`config.mk`:
```
export PLATFORM = sky130hd
export DESIGN_NAME = edge_stamp_engine
export DESIGN_NICKNAME = d
export VERILOG_FILES = /design/src/rtl/est_pkg.sv /design/src/rtl/est_sync.sv /design/src/rtl/est_detect.sv /design/src/rtl/est_fifo.sv /design/src/rtl/edge_stamp_engine.sv
export SDC_FILE = /design/constraint.sdc
export NUM_CORES = 2
export LEC_CHECK = 0
export ABC_AREA = 1
export BUFFER_PORTS_ARGS = -buffer_cell sky130_fd_sc_hd__buf_2
export CAP_MARGIN = 0
export CORE_UTILIZATION = 30
export DETAILED_ROUTE_END_ITERATION = 16
export GPL_TIMING_DRIVEN = 1
export PLACE_DENSITY = 0.55
export SLEW_MARGIN = 20
export SYNTH_ARGS = -nofsm -noshare
export SYNTH_HDL_FRONTEND = slang
export SYNTH_HIERARCHICAL = 1
export SYNTH_SLANG_ARGS = --single-unit
```
`constraint.sdc`:
```
create_clock -name clk -period 9.8 [get_ports clk]
set_input_delay 1.96 -clock clk [delete_from_list [all_inputs] [get_ports clk]]
set_output_delay 1.96 -clock clk [all_outputs]
set_load 0.005 [all_outputs]
```
`src/rtl/est_pkg.sv`:
```
package est_pkg;
   localparam int unsigned TS_W  = 64;
   localparam int unsigned SID_W = 8;
   localparam int unsigned LW    = 32;

   typedef struct packed {
      logic [TS_W-1:0]  ts;
      logic [SID_W-1:0] sid;
      logic [LW-1:0]    prev;
      logic [LW-1:0]    cur;
   } est_entry_t;

   localparam int unsigned ENTRY_W = $bits(est_entry_t);
endpackage

```
`src/rtl/est_sync.sv`:
```
module est_sync #(
   parameter int unsigned W = 32
) (
   input  logic         clk,
   input  logic         rst_n,
   input  logic [W-1:0] d,
   output logic [W-1:0] q
);
   logic [W-1:0] meta;

   always_ff @(posedge clk or negedge rst_n) begin
      if (!rst_n) begin
         meta <= '0;
         q    <= '0;
      end else begin
         meta <= d;
         q    <= meta;
      end
   end
endmodule

```
`src/rtl/est_detect.sv`:
```
module est_detect
   import est_pkg::*;
#(
   parameter int unsigned NSLICE = 3
) (
   input  logic                 clk,
   input  logic                 rst_n,
   input  logic                 run,
   input  logic [NSLICE*LW-1:0] lines,
   input  logic [NSLICE*LW-1:0] en_mask,
   input  logic [TS_W-1:0]      ts_now,
   output logic                 push_vld,
   output est_entry_t           push_entry
);
   localparam int unsigned IDX_W = (NSLICE > 1) ? $clog2(NSLICE) : 1;

   logic [LW-1:0]   prev_raw  [NSLICE];
   logic [LW-1:0]   snap_prev [NSLICE];
   logic [LW-1:0]   snap_cur  [NSLICE];
   logic [NSLICE-1:0] chg, pend;
   logic [TS_W-1:0] snap_ts;
   logic [IDX_W-1:0] sel;

   for (genvar gs = 0; gs < NSLICE; gs++) begin : g_cmp
      assign chg[gs] = |((lines[gs*LW +: LW] ^ prev_raw[gs]) & en_mask[gs*LW +: LW]);
   end

   always_comb begin
      sel = '0;
      for (int s = NSLICE - 1; s >= 0; s--)
         if (pend[s]) sel = IDX_W'(s);
   end

   always_ff @(posedge clk or negedge rst_n) begin
      if (!rst_n) begin
         pend    <= '0;
         snap_ts <= '0;
         for (int s = 0; s < NSLICE; s++) begin
            prev_raw[s]  <= '0;
            snap_prev[s] <= '0;
            snap_cur[s]  <= '0;
         end
      end else if (!run) begin
         pend <= '0;
         for (int s = 0; s < NSLICE; s++) prev_raw[s] <= lines[s*LW +: LW];
      end else if (pend == '0) begin
         if (|chg) begin
            pend    <= chg;
            snap_ts <= ts_now;
            for (int s = 0; s < NSLICE; s++) begin
               if (chg[s]) begin
                  snap_prev[s] <= prev_raw[s] & en_mask[s*LW +: LW];
                  snap_cur[s]  <= lines[s*LW +: LW] & en_mask[s*LW +: LW];
                  prev_raw[s]  <= lines[s*LW +: LW];
               end
            end
         end
      end else begin
         pend[sel] <= 1'b0;
      end
   end

   assign push_vld        = |pend;
   assign push_entry.ts   = snap_ts;
   assign push_entry.sid  = SID_W'(sel);
   assign push_entry.prev = snap_prev[sel];
   assign push_entry.cur  = snap_cur[sel];


   drain_order_chk: assert property (@(posedge clk) disable iff (!rst_n)
      (run && |pend) |=> ($countones(pend) == $countones($past(pend)) - 1));
endmodule

```
`src/rtl/est_fifo.sv`:
```
module est_fifo #(
   parameter int unsigned W     = 32,
   parameter int unsigned DEPTH = 16
) (
   input  logic                         clk,
   input  logic                         rst_n,
   input  logic                         push,
   input  logic [W-1:0]                 din,
   input  logic                         pop,
   output logic [W-1:0]                 dout,
   output logic [$clog2(DEPTH+1)-1:0]   cnt,
   output logic                         full,
   output logic                         empty
);
   localparam int unsigned PTR_W = (DEPTH > 1) ? $clog2(DEPTH) : 1;
   localparam int unsigned CNT_W = $clog2(DEPTH + 1);

   logic [W-1:0]     mem [DEPTH];
   logic [PTR_W-1:0] wp, rp;
   logic             do_push, do_pop;

   assign full    = (cnt == CNT_W'(DEPTH));
   assign empty   = (cnt == '0);
   assign do_push = push && !full;
   assign do_pop  = pop && !empty;
   assign dout    = mem[rp];

   always_ff @(posedge clk) begin
      if (do_push) mem[wp] <= din;
   end

   always_ff @(posedge clk or negedge rst_n) begin
      if (!rst_n) begin
         wp  <= '0;
         rp  <= '0;
         cnt <= '0;
      end else begin
         if (do_push) wp <= (wp == PTR_W'(DEPTH - 1)) ? '0 : wp + 1'b1;
         if (do_pop)  rp <= (rp == PTR_W'(DEPTH - 1)) ? '0 : rp + 1'b1;
         cnt <= cnt + CNT_W'(do_push) - CNT_W'(do_pop);
      end
   end


   fifo_bound_chk: assert property (@(posedge clk) disable iff (!rst_n)
      cnt <= CNT_W'(DEPTH));

   fifo_pop_chk: assert property (@(posedge clk) disable iff (!rst_n)
      (pop && !push && cnt != '0) |=> (cnt == $past(cnt) - 1'b1));
endmodule

```
`src/rtl/edge_stamp_engine.sv`:
```
module edge_stamp_engine
   import est_pkg::*;
#(
   parameter int unsigned NSLICE = 3,
   parameter int unsigned DEPTH  = 16,
   parameter int unsigned ADDR_W = 12
) (
   input  logic                 clk,
   input  logic                 rst_n,
   input  logic [NSLICE*LW-1:0] lines_in,
   input  logic                 reg_wen,
   input  logic [ADDR_W-1:0]    reg_addr,
   input  logic [31:0]          reg_wdata,
   output logic [31:0]          reg_rdata,
   output logic                 irq
);
   localparam int unsigned CNT_W     = $clog2(DEPTH + 1);
   localparam int unsigned EN_BASE   = 'h40;
   localparam int unsigned EN_STRIDE = 'h20;
   localparam logic [ADDR_W-1:0] A_CTRL = ADDR_W'('h00);
   localparam logic [ADDR_W-1:0] A_TSH  = ADDR_W'('h04);
   localparam logic [ADDR_W-1:0] A_TSL  = ADDR_W'('h08);
   localparam logic [ADDR_W-1:0] A_SRC  = ADDR_W'('h0C);
   localparam logic [ADDR_W-1:0] A_CUR  = ADDR_W'('h10);
   localparam logic [ADDR_W-1:0] A_PRV  = ADDR_W'('h14);
   localparam logic [ADDR_W-1:0] A_CMD  = ADDR_W'('h1C);
   localparam logic [ADDR_W-1:0] A_STAT = ADDR_W'('h20);

   if (NSLICE < 1 || NSLICE > 256) begin : g_bad_slices
      $error("NSLICE must be 1..256");
   end
   if (DEPTH < 2 || CNT_W > 8) begin : g_bad_depth
      $error("DEPTH must be 2..255");
   end
   if (EN_BASE + EN_STRIDE * NSLICE > (1 << ADDR_W)) begin : g_bad_addr
      $error("ADDR_W too small for NSLICE enable registers");
   end

   logic              ctrl_on, ctrl_ie, ovf;
   logic [7:0]        thr;
   logic [LW-1:0]     en_reg [NSLICE];
   logic [NSLICE*LW-1:0] en_flat, lines_s;
   logic [NSLICE-1:0] en_hit;
   logic [TS_W-1:0]   tick;
   logic              det_push, fifo_full, fifo_empty, pop_req;
   est_entry_t        det_entry, head;
   logic [ENTRY_W-1:0] head_raw;
   logic [CNT_W-1:0]  occ;
   logic [7:0]        occ8;

   est_sync #(.W(NSLICE*LW)) u_sync (
      .clk(clk), .rst_n(rst_n), .d(lines_in), .q(lines_s));

   always_ff @(posedge clk or negedge rst_n) begin
      if (!rst_n) tick <= '0;
      else        tick <= tick + 1'b1;
   end

   for (genvar gs = 0; gs < NSLICE; gs++) begin : g_en
      localparam logic [ADDR_W-1:0] A_EN = ADDR_W'(EN_BASE + EN_STRIDE * gs);
      assign en_hit[gs] = (reg_addr == A_EN);
      assign en_flat[gs*LW +: LW] = en_reg[gs];
      always_ff @(posedge clk or negedge rst_n) begin
         if (!rst_n)                     en_reg[gs] <= '0;
         else if (reg_wen && en_hit[gs]) en_reg[gs] <= reg_wdata;
      end
   end

   est_detect #(.NSLICE(NSLICE)) u_det (
      .clk(clk), .rst_n(rst_n), .run(ctrl_on), .lines(lines_s),
      .en_mask(en_flat), .ts_now(tick),
      .push_vld(det_push), .push_entry(det_entry));

   assign pop_req = reg_wen && (reg_addr == A_CMD) && reg_wdata[0];

   est_fifo #(.W(ENTRY_W), .DEPTH(DEPTH)) u_fifo (
      .clk(clk), .rst_n(rst_n), .push(det_push), .din(det_entry),
      .pop(pop_req), .dout(head_raw), .cnt(occ),
      .full(fifo_full), .empty(fifo_empty));

   assign head = fifo_empty ? '0 : est_entry_t'(head_raw);
   assign occ8 = 8'(occ);

   always_ff @(posedge clk or negedge rst_n) begin
      if (!rst_n) begin
         ctrl_on <= 1'b0;
         ctrl_ie <= 1'b0;
         thr     <= '0;
         ovf     <= 1'b0;
      end else begin
         if (reg_wen && reg_addr == A_CTRL) begin
            ctrl_on <= reg_wdata[0];
            ctrl_ie <= reg_wdata[1];
            thr     <= reg_wdata[15:8];
         end
         if (det_push && fifo_full)
            ovf <= 1'b1;
         else if (reg_wen && reg_addr == A_STAT && reg_wdata[0])
            ovf <= 1'b0;
      end
   end

   assign irq = ctrl_on && ctrl_ie && (occ8 >= thr);

   always_comb begin
      reg_rdata = '0;
      unique case (reg_addr)
         A_CTRL: reg_rdata = {16'd0, thr, 6'd0, ctrl_ie, ctrl_on};
         A_TSH:  reg_rdata = head.ts[TS_W-1 -: 32];
         A_TSL:  reg_rdata = head.ts[31:0];
         A_SRC:  reg_rdata = {8'd0, head.sid, 16'd0};
         A_CUR:  reg_rdata = head.cur;
         A_PRV:  reg_rdata = head.prev;
         A_STAT: reg_rdata = {16'd0, occ8, 7'd0, ovf};
         default: begin
            for (int s = 0; s < NSLICE; s++)
               if (en_hit[s]) reg_rdata = en_reg[s];
         end
      endcase
   end


   ovf_sticky_chk: assert property (@(posedge clk) disable iff (!rst_n)
      (ovf && !(reg_wen && reg_addr == A_STAT && reg_wdata[0])) |=> ovf);

   off_no_push_chk: assert property (@(posedge clk) disable iff (!rst_n)
      !ctrl_on |=> !det_push);
endmodule

```
==> results.md <==
* CTS tree: done
* Avg Inst Size Synth at 10.6 um^2
* First-pass GRT wire length at between 500 and 600 mm
* Relative slew slack at 17.8%
* Area grow syn2layout at 13.2%
* Worst Setup SP: u_fifo/rp[0]
* Proportion of layout cells with a drive suffix above 1 at ~7.8%
* Critical path class: reg2out
* Post-CTS setup buffer count at 0
* Hold_buf cts at 0
* YS warnings at 6
* Avg WL per Cell at about 23 um
* Clk_lat worst skew at slightly below 0.9 ns
* Rows at between 200 and 250
* Most common cell after layout, fill and taps aside: nand2_1
* Highest routed layer: met5
* Crit path DAT at ~5.4 ns
* Seq. cell area at roughly 0.084 mm^2
* Total CTS buffers at slightly below 300
* Met3 wire length at about 24 mm
* I/O Pins at around 180
* Final instance area at between 0.1 and 0.15 mm^2
* Status: finished clean
* Final Wtd Congestion at 0.937
* Req. time, crit path at 7.84 ns
* First-pass detailed-route iteration total at 6
* FF-to-FF End: u_fifo/mem[9][13]
* Max FO, Critical Path at 150
* Period utilisation layout at between 70% and 80%
* CP Capture Type: output pin
* Via count at 82000
* Metal-1 WL at ~160 mm
* Total global-route track usage at a little under a fifth
* Leak pwr at approximately 54 nW
* Flops & latches, synth at 2907
* Core area at roughly 0.4 mm^2
* Mapped cell area at about 0.12 mm^2
* Max cap viols at 0
* TNS Setup at 0 ns
* Final Power at 24.9 mW
* EDFF count, synth at 2176
* DP Area at 0.126 mm^2
* Vias in the first global route at 77200
* Routed Antenna Nets at 0
* Die area at between 0.4 and 0.5 mm^2
* Global route overflow at 0
* Detailed placer's ending HPWL at between 200 and 250 mm
* Placed Cells at 16300
* Worst r2r src: u_det/pend[0]
* Min-delay src: u_sync/meta[62]
* Reg2reg setup slack at between 5 and 6 ns
* Most frequent cells in the layout: nand2_1, edfxtp_1, nand3_1
* Max clock buf depth at 4
* Worst Reg-to-Reg Cells at 12
* Sequential area share after synthesis at a little over two thirds
* Peak supply drop at about 0.17 mV
* Post-CTS resize count at 0
* Setup crit start kind: flip-flop
* Die width at approximately 630 um
* Pins Over Slew Limit at 0
* Largest net degree at the start of global routing at approximately 170
* Clock period minus final worst setup slack at between 7 and 8 ns
* Post-synth cell types at between 40 and 50
* Fillers at approximately 40000
* Worst Skew at about 0.058 ns
* Clk root buf: clkbuf_16
* Starting density of the core at 30.1%
* Final core utilization at 34.1%
* Post-Layout Cell Count at 16900
* # DRC at 0
* Antenna violations before repair at 16
* Clock transition at the registers of the reported paths at roughly 0.060 ns
* Hold/Removal Path Class: reg2reg
* Final hold vios at 0
* Measured slew at the worst slew-check pin at ~1.2 ns
* Endpoints failing setup at 0
* Cell Pwr Density at 183 mW/mm^2
* Unrepaired setup endpoints after global routing: false
* Port buffer count at between 150 and 200
* Routed WL at 380 mm
* Ys async rst share at between 20% and 30%
* Met2 Wirelength at roughly 180 mm
* Multi-input gate area at roughly 0.032 mm^2
* Htree depth at 5
* Post-Synthesis Cells at ~11000
* CTS Sinks at 2907
* 1st-iter DRT viols at between 8000 and 9000
* Top FF cell, synth: edfxtp_1
* Via density at between 4 and 5
* Layout net count at 11500
* Max Clk Rate at around 140 MHz
* Die Height at around 630 um
* Critical Path Sink: reg_rdata[13]
[worst max-delay path: stages, from the launching register on]
cell     delay (ns)
dfrtp_4        1.07
buf_12         0.52
buf_4          0.83
nand2_1        0.10
nand3_1        0.12
nand2_1        0.06
nand2_1        0.05
nand3_1        0.09
nand2_1        0.42
nand4_1        0.24
nand4_1        0.26
nand3_1        0.11
nand3_1        0.16
buf_2          0.15
[power breakdown]
| group | switching [mW] | total (mW) | leakage, nW | internal [mW] |
|---|---|---|---|---|
| logic | 0.266 | 0.355 | 19.0 | 0.0889 |
| registers | 0.0873 | 13.3 | 30.6 | 13.2 |
| clock network | 4.82 | 11.3 | 4.64 | 6.46 |
[per-stage QoR]
| step | setup slack [ns] | hold slack, ns |
|---|---|---|
| finish | 2.46 | 0.312 |
| global route | 2.17 | 0.328 |
| CTS | 2.38 | 0.321 |
| detailed placement | 2.45 | 0.335 |
| global placement | 2.47 | 0.332 |
| floorplan | 2.38 | 0.331 |
[worst min-delay path by stage]
stage                    to  slack (ns)  cells after the start
2_1_floorplan   u_sync/q[0]        0.33                      0
3_3_place_gp   u_sync/q[48]        0.33                      0
3_5_place_dp   u_sync/q[14]        0.33                      0
4_1_cts        u_sync/q[62]        0.32                      0
5_1_grt        u_sync/q[62]        0.33                      0
6_report       u_sync/q[62]        0.31                      0
[registers in the layout, summed over array words and instances (netlist names), 3 cells and up]
name,count
u_det/snap_cur,96
thr,8
u_sync/meta,96
u_fifo/rp,4
u_fifo/wp,4
tick,64
u_fifo/mem,2176
en_flat,96
u_det/snap_prev,96
u_fifo/cnt,5
u_det/prev_raw,96
u_det/pend,3
u_det/snap_ts,64
u_sync/q,96
[cell usage after synthesis (all sizes together) (22+ instances only)]
library cell / number / area share (%)
dfrtp: 731 / 15
buf: 439 / 2.1
xor2: 35 / 0.26
edfxtp: 2176 / 54
nor3: 28 / 0.12
a31oi: 64 / 0.33
a21oi: 235 / 0.98
nand3: 994 / 4.2
nand4: 123 / 0.64
nand2: 4257 / 13
inv: 385 / 1.2
clkbuf: 179 / 0.56
xnor2: 22 / 0.16
o211ai: 122 / 0.76
o21ai: 497 / 2.2
nor2: 978 / 3.2
[kinds of logic after synthesis]
family / count (synthesis) / share of synthesized area (%)
simple gates: 6413 / 21.6
other cells: 1 / 0.00312
buf+inv: 1004 / 3.89
flops: 2907 / 69.6
xor+xnor: 57 / 0.416
fa+ha+maj: 18 / 0.194
compound gates: 920 / 4.25
[area by class of cell]
type / instances / area share [%]
tap: 5265 / 4.84
clock inverter: 128 / 0.897
inverter: 386 / 1.10
clock buffer: 402 / 6.10
timing repair buffer: 343 / 1.91
antenna: 7 / 0.0129
sequential: 2907 / 61.5
multi-input combinational: 7414 / 23.7
[metal layers]
| metal | vias to the layer above | global-route usage [%] |
|---|---|---|
| met2 | 2573 | 30.1 |
| met1 | 40800 | 24.7 |
| li1 | 38100 | - |
| met4 | 10 | 6.61 |
| met3 | 542 | 2.97 |
| met5 | - | 0 |
Note: power is estimated with default switching activity, not from simulation.
